--- src/rtl/qtc_pkg.sv ---
package qtc_pkg;

    typedef enum logic [0:0] {
        ARB_IDLE  = 1'b0,
        ARB_ISSUE = 1'b1
    } arb_state_t;

    localparam logic [15:0] OFS_LINK     = 16'h0200;
    localparam logic [15:0] OFS_EN_SET   = 16'h0300;
    localparam logic [15:0] OFS_EN_CLR   = 16'h0304;
    localparam logic [15:0] OFS_MISS     = 16'h0308;
    localparam logic [15:0] OFS_MISS_CLR = 16'h030C;
    localparam logic [15:0] OFS_BUSY     = 16'h0310;
    localparam logic [15:0] OFS_BUSY_CLR = 16'h0314;
    localparam logic [15:0] OFS_PEND_LO  = 16'h0320;
    localparam logic [15:0] OFS_PEND_HI  = 16'h0324;
    localparam logic [15:0] OFS_PCLR_LO  = 16'h0328;
    localparam logic [15:0] OFS_PCLR_HI  = 16'h032C;

endpackage

--- src/rtl/qtc_chan_bank.sv ---
module qtc_chan_bank #(
    parameter int unsigned NUM_CH  = 8,
    parameter int unsigned SLOT_W  = 9,
    parameter int unsigned WORD_W  = 3,
    parameter int unsigned AW      = 16,
    parameter int unsigned WIN_TAG = 1
) (
    input  logic                           clk,
    input  logic                           rst_n,
    input  logic [NUM_CH-1:0]              link_we,
    input  logic [31:0]                    wdata,
    input  logic [NUM_CH-1:0]              en_set,
    input  logic [NUM_CH-1:0]              en_clr,
    input  logic [NUM_CH-1:0]              busy_clr,
    input  logic [NUM_CH-1:0]              miss_clr,
    input  logic                           snp_we,
    input  logic [AW-1:0]                  snp_addr,
    output logic [NUM_CH-1:0][SLOT_W-1:0]  link_slot,
    output logic [NUM_CH-1:0][WORD_W-1:0]  link_word,
    output logic [NUM_CH-1:0]              en_q,
    output logic [NUM_CH-1:0]              busy_q,
    output logic [NUM_CH-1:0]              miss_q,
    output logic [NUM_CH-1:0]              fire
);

    localparam int unsigned WORD_LSB = 2;
    localparam int unsigned SLOT_LSB = WORD_LSB + WORD_W;
    localparam int unsigned TAG_LSB  = SLOT_LSB + SLOT_W;
    localparam int unsigned TAG_W    = AW - TAG_LSB;

    logic in_window;
    assign in_window = snp_we && (snp_addr[AW-1:TAG_LSB] == TAG_W'(WIN_TAG));

    for (genvar g = 0; g < NUM_CH; g++) begin : g_ch
        logic hit;
        logic linked;
        logic late;

        assign linked = (link_slot[g] != '0) || (link_word[g] != '0);
        assign hit    = in_window && linked
                        && (snp_addr[SLOT_LSB +: SLOT_W] == link_slot[g])
                        && (snp_addr[WORD_LSB +: WORD_W] == link_word[g])
                        && en_q[g];
        assign fire[g] = hit && !busy_q[g];
        assign late    = hit && busy_q[g];

        always_ff @(posedge clk or negedge rst_n) begin
            if (!rst_n) begin
                link_slot[g] <= '0;
                link_word[g] <= '0;
                en_q[g]      <= 1'b0;
                busy_q[g]    <= 1'b0;
                miss_q[g]    <= 1'b0;
            end else begin
                if (link_we[g]) begin
                    link_slot[g] <= wdata[SLOT_LSB +: SLOT_W];
                    link_word[g] <= wdata[WORD_LSB +: WORD_W];
                end
                en_q[g]   <= (en_q[g] | en_set[g]) & ~en_clr[g];
                busy_q[g] <= fire[g] | (busy_q[g] & ~busy_clr[g]);
                miss_q[g] <= late | (miss_q[g] & ~miss_clr[g]);
            end
        end

        // a missed flag only appears on a channel that was already busy
        p_miss_needs_busy_r5: assert property (@(posedge clk) disable iff (!rst_n)
            $rose(miss_q[g]) |-> $past(busy_q[g]));

        // a disabled channel never becomes busy
        p_quiet_when_off_r6: assert property (@(posedge clk) disable iff (!rst_n)
            $rose(busy_q[g]) |-> $past(en_q[g]));
    end

endmodule

--- src/rtl/qtc_arbiter.sv ---
module qtc_arbiter
    import qtc_pkg::*;
#(
    parameter int unsigned NUM_CH = 8,
    parameter int unsigned SLOT_W = 9
) (
    input  logic                          clk,
    input  logic                          rst_n,
    input  logic [NUM_CH-1:0]             fire,
    input  logic [NUM_CH-1:0][SLOT_W-1:0] link_slot,
    output logic                          req_valid,
    output logic [$clog2(NUM_CH)-1:0]     req_ch,
    output logic [SLOT_W-1:0]             req_slot
);

    localparam int unsigned CH_W = $clog2(NUM_CH);

    arb_state_t        state_q, state_d;
    logic [NUM_CH-1:0] queue_q;
    logic [NUM_CH-1:0] drop;
    logic [CH_W-1:0]   pick;
    logic              found;
    logic [CH_W-1:0]   cur_ch;
    logic [SLOT_W-1:0] cur_slot;

    always_comb begin
        pick  = '0;
        found = 1'b0;
        for (int i = 0; i < NUM_CH; i++) begin
            if (queue_q[i] && !found) begin
                pick  = CH_W'(i);
                found = 1'b1;
            end
        end
    end

    always_comb begin
        state_d = state_q;
        unique case (state_q)
            ARB_IDLE:  if (found) state_d = ARB_ISSUE;
            ARB_ISSUE: state_d = ARB_IDLE;
            default:   state_d = ARB_IDLE;
        endcase
    end

    always_comb begin
        drop = '0;
        if (state_q == ARB_ISSUE) drop[cur_ch] = 1'b1;
    end

    always_ff @(posedge clk or negedge rst_n) begin
        if (!rst_n) begin
            state_q  <= ARB_IDLE;
            queue_q  <= '0;
            cur_ch   <= '0;
            cur_slot <= '0;
        end else begin
            state_q <= state_d;
            queue_q <= (queue_q & ~drop) | fire;
            if (state_q == ARB_IDLE && found) begin
                cur_ch   <= pick;
                cur_slot <= link_slot[pick];
            end
        end
    end

    always_comb begin
        req_valid = 1'b0;
        req_ch    = cur_ch;
        req_slot  = cur_slot;
        unique case (state_q)
            ARB_IDLE:  req_valid = 1'b0;
            ARB_ISSUE: req_valid = 1'b1;
            default:   req_valid = 1'b0;
        endcase
    end

    // a request is a single-cycle pulse
    p_req_pulse_r4: assert property (@(posedge clk) disable iff (!rst_n)
        req_valid |=> !req_valid);

    // a latched event seen while idle is issued on the next cycle
    p_issue_follows_r8: assert property (@(posedge clk) disable iff (!rst_n)
        (state_q == ARB_IDLE && queue_q != '0) |=> req_valid);

endmodule

--- src/rtl/qtc_pend.sv ---
module qtc_pend #(
    parameter int unsigned CODES = 64
) (
    input  logic                     clk,
    input  logic                     rst_n,
    input  logic                     cmp_valid,
    input  logic [$clog2(CODES)-1:0] cmp_code,
    input  logic                     clr_lo_we,
    input  logic                     clr_hi_we,
    input  logic [31:0]              wdata,
    output logic [CODES-1:0]         pend_q
);

    logic [CODES-1:0] set_mask;
    logic [CODES-1:0] clr_mask;

    always_comb begin
        set_mask = '0;
        if (cmp_valid) set_mask[cmp_code] = 1'b1;
        clr_mask = '0;
        if (clr_lo_we) clr_mask[31:0]  = wdata;
        if (clr_hi_we) clr_mask[63:32] = wdata;
    end

    always_ff @(posedge clk or negedge rst_n) begin
        if (!rst_n) pend_q <= '0;
        else        pend_q <= (pend_q & ~clr_mask) | set_mask;
    end

    // a completion code always leaves its pending bit set
    p_code_sets_r9: assert property (@(posedge clk) disable iff (!rst_n)
        cmp_valid |=> pend_q[$past(cmp_code)]);

    // a low clear of bit 0 with no competing set leaves bit 0 clear
    p_clear_low_r10: assert property (@(posedge clk) disable iff (!rst_n)
        (clr_lo_we && wdata[0] && !(cmp_valid && cmp_code == '0)) |=> !pend_q[0]);

endmodule

--- src/rtl/qtc_ctrl.sv ---
module qtc_ctrl
    import qtc_pkg::*;
#(
    parameter int unsigned NUM_CH = 8,
    parameter int unsigned SLOT_W = 9,
    parameter int unsigned WORD_W = 3,
    parameter int unsigned AW     = 16,
    parameter int unsigned CODES  = 64
) (
    input  logic                      clk,
    input  logic                      rst_n,
    input  logic                      reg_we,
    input  logic [AW-1:0]             reg_addr,
    input  logic [31:0]               reg_wdata,
    output logic [31:0]               reg_rdata,
    input  logic                      snp_we,
    input  logic [AW-1:0]             snp_addr,
    input  logic                      cmp_valid,
    input  logic [$clog2(CODES)-1:0]  cmp_code,
    output logic                      req_valid,
    output logic [$clog2(NUM_CH)-1:0] req_ch,
    output logic [SLOT_W-1:0]         req_slot
);

    localparam int unsigned SLOT_LSB = 2 + WORD_W;

    logic [NUM_CH-1:0]              link_we;
    logic [NUM_CH-1:0]              en_set, en_clr, busy_clr, miss_clr;
    logic [NUM_CH-1:0][SLOT_W-1:0]  link_slot;
    logic [NUM_CH-1:0][WORD_W-1:0]  link_word;
    logic [NUM_CH-1:0]              en_q, busy_q, miss_q, fire;
    logic [CODES-1:0]               pend_q;
    logic                           clr_lo_we, clr_hi_we;

    for (genvar g = 0; g < NUM_CH; g++) begin : g_link_dec
        assign link_we[g] = reg_we && (reg_addr == OFS_LINK + AW'(4 * g));
    end

    assign en_set    = (reg_we && reg_addr == OFS_EN_SET)   ? reg_wdata[NUM_CH-1:0] : '0;
    assign en_clr    = (reg_we && reg_addr == OFS_EN_CLR)   ? reg_wdata[NUM_CH-1:0] : '0;
    assign busy_clr  = (reg_we && reg_addr == OFS_BUSY_CLR) ? reg_wdata[NUM_CH-1:0] : '0;
    assign miss_clr  = (reg_we && reg_addr == OFS_MISS_CLR) ? reg_wdata[NUM_CH-1:0] : '0;
    assign clr_lo_we = reg_we && (reg_addr == OFS_PCLR_LO);
    assign clr_hi_we = reg_we && (reg_addr == OFS_PCLR_HI);

    qtc_chan_bank #(
        .NUM_CH (NUM_CH),
        .SLOT_W (SLOT_W),
        .WORD_W (WORD_W),
        .AW     (AW),
        .WIN_TAG(1)
    ) u_bank (
        .clk      (clk),
        .rst_n    (rst_n),
        .link_we  (link_we),
        .wdata    (reg_wdata),
        .en_set   (en_set),
        .en_clr   (en_clr),
        .busy_clr (busy_clr),
        .miss_clr (miss_clr),
        .snp_we   (snp_we),
        .snp_addr (snp_addr),
        .link_slot(link_slot),
        .link_word(link_word),
        .en_q     (en_q),
        .busy_q   (busy_q),
        .miss_q   (miss_q),
        .fire     (fire)
    );

    qtc_arbiter #(
        .NUM_CH(NUM_CH),
        .SLOT_W(SLOT_W)
    ) u_arb (
        .clk      (clk),
        .rst_n    (rst_n),
        .fire     (fire),
        .link_slot(link_slot),
        .req_valid(req_valid),
        .req_ch   (req_ch),
        .req_slot (req_slot)
    );

    qtc_pend #(
        .CODES(CODES)
    ) u_pend (
        .clk      (clk),
        .rst_n    (rst_n),
        .cmp_valid(cmp_valid),
        .cmp_code (cmp_code),
        .clr_lo_we(clr_lo_we),
        .clr_hi_we(clr_hi_we),
        .wdata    (reg_wdata),
        .pend_q   (pend_q)
    );

    always_comb begin
        reg_rdata = '0;
        unique case (reg_addr)
            OFS_EN_SET:  reg_rdata[NUM_CH-1:0] = en_q;
            OFS_MISS:    reg_rdata[NUM_CH-1:0] = miss_q;
            OFS_BUSY:    reg_rdata[NUM_CH-1:0] = busy_q;
            OFS_PEND_LO: reg_rdata = pend_q[31:0];
            OFS_PEND_HI: reg_rdata = pend_q[63:32];
            default: begin
                for (int c = 0; c < NUM_CH; c++) begin
                    if (reg_addr == OFS_LINK + AW'(4 * c)) begin
                        reg_rdata[SLOT_LSB +: SLOT_W] = link_slot[c];
                        reg_rdata[2 +: WORD_W]        = link_word[c];
                    end
                end
            end
        endcase
    end

    // a busy flag being cleared is gone on the next cycle
    p_busy_clear_r7: assert property (@(posedge clk) disable iff (!rst_n)
        (busy_clr[0] && !fire[0]) |=> !busy_q[0]);

endmodule

--- config.mk ---
export PLATFORM = sky130hd
export DESIGN_NAME = qtc_ctrl
export DESIGN_NICKNAME = d
export VERILOG_FILES = /design/src/rtl/qtc_pkg.sv /design/src/rtl/qtc_chan_bank.sv /design/src/rtl/qtc_arbiter.sv /design/src/rtl/qtc_pend.sv /design/src/rtl/qtc_ctrl.sv
export SDC_FILE = /design/constraint.sdc
export NUM_CORES = 1
export LEC_CHECK = 0
export BUFFER_PORTS_ARGS = -buffer_cell sky130_fd_sc_hd__clkbuf_2
export CAP_MARGIN = 20
export CELL_PAD_IN_SITES_DETAIL_PLACEMENT = 1
export CELL_PAD_IN_SITES_GLOBAL_PLACEMENT = 2
export CORE_MARGIN = 3
export CORE_UTILIZATION = 39
export DETAILED_ROUTE_END_ITERATION = 7
export PLACE_DENSITY = 0.8
export RECOVER_POWER = 50
export SLEW_MARGIN = 20
export SYNTH_ARGS = -nofsm -noshare
export SYNTH_HDL_FRONTEND = slang
export SYNTH_SLANG_ARGS = --single-unit
--- constraint.sdc ---
create_clock -name clk -period 3 [get_ports clk]
set_clock_uncertainty 0.05 [all_clocks]
set_input_delay 0.45 -clock clk [delete_from_list [all_inputs] [get_ports clk]]
set_output_delay 0.45 -clock clk [all_outputs]
set_load 0.05 [all_outputs]
# Word-level counts from Yosys, hierarchy flattened

Index checks and enable logic that the tools add are counted.

Register bits after elaboration: 205
Input port bits: 75
Logic and storage cells: 321
Output and inout bits: 45

$lt $le $gt $ge: 5
Bitwise logic cells: 79
Muxes and demuxes: 44
Reduce and logical (&&, ||, !) cells: 113
Equal/unequal tests: 35

Operators with widths:

| operator                                                                | count |
|---|---|
| 16-bit by 10-bit equality test with 1-bit output, second input constant | 18 |
| 12-bit two-way mux                                                      | 8 |
| 1-bit logical AND                                                       | 73 |
| 9-bit equality test                                                     | 8 |
| 9-bit nonzero test                                                      | 8 |
| 64-bit bitwise AND                                                      | 1 |
| 32-bit two-way mux                                                      | 2 |
| 64-bit two-way mux                                                      | 1 |
| 64-bit inverter                                                         | 1 |
| 64-bit bitwise OR                                                       | 1 |
| 8-bit two-way mux                                                       | 5 |
| 18-bit case mux with 2 select lines                                     | 1 |
| 6-bit case mux with 5 select lines                                      | 1 |
| 9-bit binary-select mux with 3-bit select                               | 1 |
| 1-bit inverter                                                          | 25 |
| 1-bit bitwise AND                                                       | 24 |
| 3-bit equality test                                                     | 8 |
| 1-bit bitwise OR                                                        | 24 |
| 3-bit nonzero test                                                      | 8 |
| 6-bit case mux with 3 select lines                                      | 1 |
| 1-bit zero test                                                         | 15 |
| 3-bit two-way mux                                                       | 5 |
| 1-bit two-way mux                                                       | 12 |
| 2-bit case mux with 5 select lines                                      | 1 |
| 15 further kinds                                                        | 24 |

# Longest topological paths before layout

Gate-level depths: netlist of run 1.

Word-level depth: 24
Gate-level depth with buffers: 9
Gate-level depth less buffers: 6

# Cells and area by module

From an unflattened synthesis of run 1, not the netlist that was laid out.

Cell total of the unflattened synthesis: 1112
Area, all modules: 12117.9 sq um

Modules (own cells, without submodules):

| module        | instances | cells each | area each (sq um) |
|---|---|---|---|
| qtc_chan_bank | 1         | 473        | 6030.8 |
| qtc_pend      | 1         | 238        | 2780.2 |
| qtc_ctrl      | 1         | 250        | 1799.2 |
| qtc_arbiter   | 1         | 151        | 1507.7 |

# Worst setup path before layout of run 1

OpenSTA, ideal clock, no wires.

Path kind: input-to-output
Start point: input reg_addr[13]
End point: output reg_rdata[6]
Setup slack: -0.388 ns
Data arrival time: 2.888 ns
Cell stages on the path: 7
Cell sequence: nor4_4 -> nand4b_4 -> nor3_2 -> buf_2 -> a221o_1 -> a211oi_1 -> o31ai_1

Word-level cells in the longest chain between the ends: 10

Ends and longest elaborated chain:

| item                                             | line            | RTL |
|---|---|---|
| start: declaration                               | qtc_ctrl.sv:13  | `input logic [AW-1:0] reg_addr,` |
| 16-bit by 10-bit equality test with 1-bit output | qtc_ctrl.sv:107 | `if (reg_addr == OFS_LINK + AW'(4 * c)) begin` |
| 12-bit two-way mux (8 in a row)                  | qtc_ctrl.sv:107 |  |
| 6-bit case mux with 5 select lines (*)           | qtc_ctrl.sv:99  | `unique case (reg_addr)` |
| end: declaration                                 | qtc_ctrl.sv:15  | `output logic [31:0] reg_rdata,` |

Every way passes the cells marked *; elsewhere a longest branch is shown, timed or not.

# Final worst setup path of run 1

Start point: input reg_addr[11]
End point: output reg_rdata[12]

Word-level cells in the longest chain between the ends: 10

Ends and longest elaborated chain:

| item                                             | line |
|---|---|
| 16-bit by 10-bit equality test with 1-bit output | qtc_ctrl.sv:107 |
| 12-bit two-way mux (8 in a row)                  | qtc_ctrl.sv:107 |
| 6-bit case mux with 3 select lines (*)           | qtc_ctrl.sv:99 |

Marked as above.

==> summary.txt, run 1 <==
Power and ir drop
  – Clk pwr share: 45.8%
  – Pwr per Cell Area: 457 mW/mm^2
  – Register share of total power: 45.7%
  – LEAKAGE: 0.00684 uW
  – Psw: 1660 uW
  – Peak VDD IR: 0.375 mV
  – Combinational share of power: 8.4%
  – Int Power: 4980 uW
  – Switch share: 25.0%

Routing
  – Vias: 10209
  – DR WL/cell: 27.1 um
  – DRT antenna net count: 0
  – DR pass1 iterations: 7
  – Vias per cell: 6.13
  – Drc violations: 0
  – DRT Wirelength: 45.2 mm
  – Initial drt markers: 1105

Timing
  – RSZ-0062 raised after global routing: true
  – Hold_ws: 0.161 ns
  – Slew @ Worst Pin: 2.01 ns
  – Final setup fails: 0
  – Fin. Hold Viols: 0
  – Final WS setup: 0.0614 ns
  – Fmax: 340 MHz
  – Final Slew Violations: 71
  – Max_slew headroom: -34.1%
  – Crit share post-route: 98.0%
  – Minimum clock period after layout: 2.94 ns

Synthesis
  – Syn avg cell area: 10.4 um^2
  – Seq cells post-synth: 205
  – Yosys Warn Count: 0
  – Top-count cell post-synth: dfrtp_1
  – Synth unique cells: 55
  – Post-synth top cells: 205 x dfrtp_1, 151 x nand2_1, 96 x mux2_2
  – Top-area cell type share of the netlist area: 43.8%
  – Yosys top cell by area: dfrtp_1
  – Main synth FF type: dfrtp_1
  – Post-synth EDFFs: 0
  – Ys async rst share: 100%
  – Mapped Nets: 1206
  – Sequential area share after synthesis: 43.8%
  – Top cells by area, synth: dfrtp_1 44%, mux2_2 9.2%, xor2_1 6.3%
  – Post-Syn Instances: 1131
  – Synth Cell Area: 0.0117 mm^2

Clocking
  – Clock transition at path regs: 0.06 ns
  – Clk Latency, worst-skew pair: 0.53 ns
  – Clock Tree Root: clkbuf_16
  – CTS H-tree depth: 1
  – CTS Sinks: 205
  – CTS max path bufs: 3
  – Cts bufs inserted: 24
  – CTS tree: done

GRT
  – Met1 Use GR: 41.4%
  – Busiest grt layer: met2
  – Initial antenna violation count: 1
  – Vias in the first global route: 10504
  – Met2 global-route usage: 43.1%
  – First-pass GRT wire length: 67.9 mm
  – Met3 GRT Util: 4.40%
  – Total track usage: 28.3%
  – Largest net degree at the start of global routing: 72
  – Gr ovfl total: 0

Critical path
  – Critical Path RT: 2.50 ns
  – Crit path kind: input port to primary output
  – Startpoint types: input port
  – Critical Path AT: 2.44 ns
  – Critical path endpoint category: primary output
  – CP Max Fanout: 5

Floorplan
  – Die X-Extent: 179 um
  – Core ar.: 0.0292 mm^2
  – Die Area: 0.0322 mm^2
  – Initial Util: 40.2%
  – # IOs: 120
  – # rows: 62
  – Die Span Y: 179 um

Placed design
  – Pre-CTS WS: -0.101 ns
  – GPL Wtd Cong: 0.980
  – Dpl hpwl: 33.2 mm
  – Buffers on Ports: 117

Finish
  – Register area: 0.00513 mm^2
  – Fill cells: 3204
  – Share of layout cells above drive strength 1: 29.1%
  – # diodes: 0
  – Multi-input logic area: 0.00630 mm^2
  – Area Growth Syn to Fin: 24.0%
  – Nets: 1339

Run status
  – Failing checks: max-capacitance violations, max-slew violations
  – Outcome: finished with violations

Worst hold path
  – Min-delay worst type: input port to register

Job
  – Max Cap Violations: 1
per-layer routing:
layer | part of all wire (%) | wire length (um) | up-vias
met5 | 0 | 0 | -
met4 | 3.5 | 1590 | 0
met2 | 44 | 20000 | 387
met3 | 6.6 | 2990 | 64
met1 | 46 | 20600 | 5292
li1 | - | - | 4466
path summary, 6_finish.rpt:
kind / endpoint / from / slack [ns] / depth (start not counted)
setup / recovery: reg_rdata[12] / reg_addr[11] / 0.06 / 11
hold / removal: u_pend.pend_q[52]$_DFF_PN0_ / reg_wdata[20] / 0.16 / 3
setup reg to reg: u_arb.req_slot[7]$_DFFE_PN0P_ / u_arb.queue_q[3]$_DFF_PN0_ / 0.51 / 6
hold reg to reg: u_pend.pend_q[11]$_DFF_PN0_ / u_pend.pend_q[11]$_DFF_PN0_ / 0.43 / 2
max in group asynchronous: u_bank.en_q[1]$_DFF_PN0_ / rst_n / 0.37 / 3
min in group asynchronous: u_bank.link_slot[19]$_DFFE_PN0P_ / rst_n / 1.00 / 2
critical path: stages:
cell,delay [ns]
buf_6,0.10
nor4_4,0.28
buf_4,0.16
nand4b_4,0.15
buf_4,0.19
or3_4,0.36
buf_4,0.17
o22ai_1,0.16
o31ai_2,0.10
buf_4,0.18
buf_12,0.14
power groups by stage:
stage	sequential (uW)	combinational (uW)	clock [uW]
2_1_floorplan	3040	310	0
3_3_place_gp	3070	542	0
3_5_place_dp	3080	563	0
4_1_cts	3040	567	3090
5_1_grt	3060	620	3230
6_report	3040	561	3040
cells by family after synthesis:
group,count (synthesis),share of synthesized area [%]
flip-flops,205,43.8
buffers and inverters,99,3.79
XOR/XNOR,95,7.10
multiplexers,155,15.7
AO/OA/AOI/OAI,248,14.9
AND/OR/NAND/NOR,329,14.8
cells in the final DEF, fill, tap and decap left out, types with 10 or more instances in the layout:
master     Yosys  layout
dfrtp_1      205     205
nand2_1      151     151
mux2_2        96      96
xor2_1        84      84
clkbuf_2       0      77
o21ai_0       62      62
a22o_1        52      52
buf_4          5      51
nor4_1        50      49
nor2_1        43      43
buf_12         0      42
mux2i_1       37      36
a21oi_1       26      26
clkbuf_16      0      25
o22ai_1       27      22
a221o_1       21      21
inv_1         16      16
clkbuf_1      40      16
and3_1        13      13
nor3_1        11      12
o31ai_2        0      11
xnor2_1       11      11
nand4_1       10      10
nand3_1       10      10
mux2_4        10      10
area by class of cell:
cell class	count	share of cell area, %
sequential	205	35.3
multi-input combinational	827	43.3
clock inverter	8	0.654
clock buffer	36	5.00
timing repair buffer	190	12.0
inverter	16	0.413
tap	384	3.31
stage by stage:
stage	instances	utilization, %	area (um^2)	TNS (ns)	total power [uW]
after floorplan	1131	-	11800	0	3350
after global placement	1615	46.7	13600	-0.0613	3620
after detailed placement	1615	46.7	13600	-0.162	3640
after CTS	1663	49.7	14500	0	6690
after global routing	1666	49.8	14500	-1.09	6900
final	1666	49.8	14500	0	6640
state kept, by name (all words and copies together), names as in the netlist:
name              flops
u_pend.pend_q        64
u_arb.state_q         1
u_bank.link_slot     72
u_bank.link_word     24
u_arb.req_slot        9
u_arb.queue_q         8
u_bank.en_q           8
u_bank.miss_q         8
u_arb.req_ch          3
u_bank.busy_q         8
what timing repair did:
action | in CTS | in global routing
setup endpoints to repair | 8 | 15
hold buffers | 1 | 0
resized for setup | 4 | 19
pin swaps | 2 | 5
hold endpoints to repair | 66 | 0
buffers inserted | 3 | 3
Power figures use the tool's default switching activity.
==> run 2, diff against run 1 <==
- CORE_UTILIZATION: 39 -> 35
- PLACE_DENSITY: 0.8 -> 0.76
- clock period: 3 -> 2.7 ns (I/O delays scaled with it)
==> run 2 against run 1 <==
The run ends with negative setup slack left. Non-clock buffer count is 16 higher. Sequential power is 12% higher. Clock power hardly changed. Global-route usage is 3.5 points lower. Total power is 6.5% higher. Hold slack worse by 0.040 ns. Largest cell class unchanged.
==> summary.txt, run 2 (synthesized netlist as in run 1, its figures left out) <==
Run status
  – Outcome: finished with violations (unchanged)
  – Failing checks: negative setup slack (was max-capacitance violations, max-slew violations)

Floorplan
  – Die Span Y: 189 um (was 179 um)
  – Initial Util: 35.8% (was 40.2%)
  – # IOs: 120 (unchanged)
  – # rows: 66 (was 62)
  – Core ar.: 0.0328 mm^2 (was 0.0292 mm^2)
  – Die X-Extent: 189 um (was 179 um)
  – Die Area: 0.0357 mm^2 (was 0.0322 mm^2)

Critical path
  – CP Max Fanout: 5 (unchanged)
  – Critical Path AT: 2.42 ns (was 2.44 ns)
  – Critical Path RT: 2.25 ns (was 2.50 ns)
  – Startpoint types: input port (unchanged)
  – Critical path endpoint category: primary output (unchanged)
  – Crit path kind: input port to primary output (unchanged)
  – R2r startpoint: u_arb.queue_q[6]$_DFF_PN0_ (was u_arb.queue_q[3]$_DFF_PN0_)
  – CP startpoint: reg_addr[14] (was reg_addr[11])
  – R2r setup slk: 0.19 ns (was 0.51 ns)

Power and ir drop
  – Peak VDD IR: 0.390 mV (was 0.375 mV)
  – Total power draw: 7070 uW (was 6640 uW)
  – Pwr per Cell Area: 468 mW/mm^2 (was 457 mW/mm^2)
  – LEAKAGE: 0.00708 uW (was 0.00684 uW)

Clocking
  – CTS tree: done (unchanged)
  – Clock transition at path regs: 0.05 ns (was 0.06 ns)
  – CTS max path bufs: 3 (unchanged)
  – CTS Sinks: 205 (unchanged)
  – Cts bufs inserted: 24 (unchanged)
  – Clock Tree Root: clkbuf_16 (unchanged)
  – Clk Latency, worst-skew pair: 0.52 ns (was 0.53 ns)
  – CTS H-tree depth: 1 (unchanged)

Routing
  – Drc violations: 0 (unchanged)
  – DRT antenna net count: 0 (unchanged)
  – DR WL/cell: 26.1 um (was 27.1 um)
  – Initial drt markers: 825 (was 1105)
  – DRT Wirelength: 45.2 mm (about the same)
  – Vias: 10136 (was 10209)
  – DR pass1 iterations: 7 (unchanged)
  – Vias per cell: 5.85 (was 6.13)

Placed design
  – GPL Wtd Cong: 0.933 (was 0.980)
  – Dpl hpwl: 33.0 mm (was 33.2 mm)
  – Buffers on Ports: 117 (unchanged)

Timing
  – Final WS setup: -0.173 ns (was 0.0614 ns)
  – Max_slew headroom: 14.0% (was -34.1%)
  – Minimum clock period after layout: 2.87 ns
  – Fin. Hold Viols: 0 (unchanged)
  – Fmax: 348 MHz
  – Final Slew Violations: 0 (was 71)
  – RSZ-0062 raised after global routing: true (unchanged)
  – Post-route setup TNS: -1.18 ns (was 0 ns)
  – Final setup fails: 14 (was 0)
  – Slew @ Worst Pin: 1.29 ns (was 2.01 ns)
  – Crit share post-route: 106%

Finish
  – Top reg by flops: u_bank.link_slot (unchanged)
  – Share of layout cells above drive strength 1: 32.9% (was 29.1%)
  – Area Growth Syn to Fin: 28.8% (was 24.0%)
  – Leading cell type in the layout, fill and taps excluded: dfrtp_1 (unchanged)
  – Leading registers by flop count: u_bank.link_slot (72), u_pend.pend_q (64), u_bank.link_word (24) (unchanged)
  – # diodes: 0 (unchanged)
  – Nets: 1355 (was 1339)
  – Most frequent cells in the layout: 205 x dfrtp_1, 151 x nand2_1, 96 x mux2_2, 84 x xor2_1, 73 x clkbuf_2 (was 205 x dfrtp_1, 151 x nand2_1, 96 x mux2_2, 84 x xor2_1, 77 x clkbuf_2)
  – Number of flip-flops in the largest register: 72 (unchanged)

Worst hold path
  – Min-delay src: reg_wdata[27] (was reg_wdata[20])
  – Min-delay worst type: input port to register (unchanged)

GRT
  – Vias in the first global route: 10728 (was 10504)
  – First-pass GRT wire length: 68.3 mm (was 67.9 mm)
  – Total track usage: 24.8% (was 28.3%)
  – Initial antenna violation count: 0 (was 1)
  – Gr ovfl total: 0 (unchanged)
  – Largest net degree at the start of global routing: 72 (unchanged)

Job
  – Max Cap Violations: 0 (was 1)
-- run 2: area by class of cell --
cell class | count | area [um^2]
clock buffers | 34 | 699
flip-flops and latches | 205 | 5130
fillers | 3588 | 17700
clock inverters | 4 | 20.0
well taps | 442 | 553
inverters | 16 | 60.1
repair buffers | 206 | 1980
multi-input cells | 827 | 6650
-- run 2: through the flow --
step | instance area, um^2 | std cells | setup slack [ns] | hold WS (ns) | util, %
2_1_floorplan | 11900 | 1131 | -0.167 | 0.0594 | -
3_3_place_gp | 13800 | 1674 | -0.112 | 0.347 | 42.0
4_1_cts | 14800 | 1721 | -0.135 | 0.102 | 45.1
5_1_grt | 15100 | 1734 | -0.282 | 0.134 | 46.1
6_report | 15100 | 1734 | -0.173 | 0.120 | 46.1
3_5_place_dp | 13800 | 1674 | -0.131 | 0.344 | 42.0
-- run 2: worst max-delay path, stage by stage --
cell and delay [ns]:
buf_6 0.09, nor4_4 0.25, buf_4 0.16, nand4b_4 0.15, nor3_4 0.21, buf_6 0.14, buf_12 0.11, buf_6 0.09
a221o_1 0.19, a211oi_4 0.07, o31ai_4 0.35, buf_12 0.18
-- run 2: metal layers --
| metal | global-route usage (%) | wire [um] | share of wire [%] | vias to the layer above |
|---|---|---|---|---|
| met5 | 0 | 0 | 0 | - |
| met4 | 6.36 | 1200 | 2.6 | 0 |
| met3 | 3.68 | 2710 | 6.0 | 63 |
| met2 | 38.3 | 20300 | 45 | 330 |
| met1 | 36.6 | 21000 | 46 | 5259 |
| li1 | - | - | - | 4484 |
-- run 2: path summary, 6_finish.rpt --
path	end	cells past startpoint
max in group asynchronous	u_pend.pend_q[53]$_DFF_PN0_	3
setup reg to reg	u_arb.req_slot[5]$_DFFE_PN0P_	6
setup / recovery	reg_rdata[10]	12
hold / removal	u_pend.pend_q[27]$_DFF_PN0_	4
hold reg to reg	u_pend.pend_q[5]$_DFF_PN0_	2
min in group asynchronous	u_arb.req_slot[1]$_DFFE_PN0P_	2
-- run 2: repair_timing --
item	CTS	global route
setup buffers	8	13
hold buffers	1	0
pin swaps	15	27
hold endpoints to repair	48	0
resized for setup	36	49
gates cloned	0	1
endpoints found under the setup margin	30	30
-- run 2: power by group --
part | internal (uW) | leakage [uW] | switching, uW | total [uW]
clock | 1780 | 0.000358 | 1260 | 3040
sequential | 3260 | 0.00272 | 140 | 3400
combinational | 242 | 0.00400 | 395 | 638
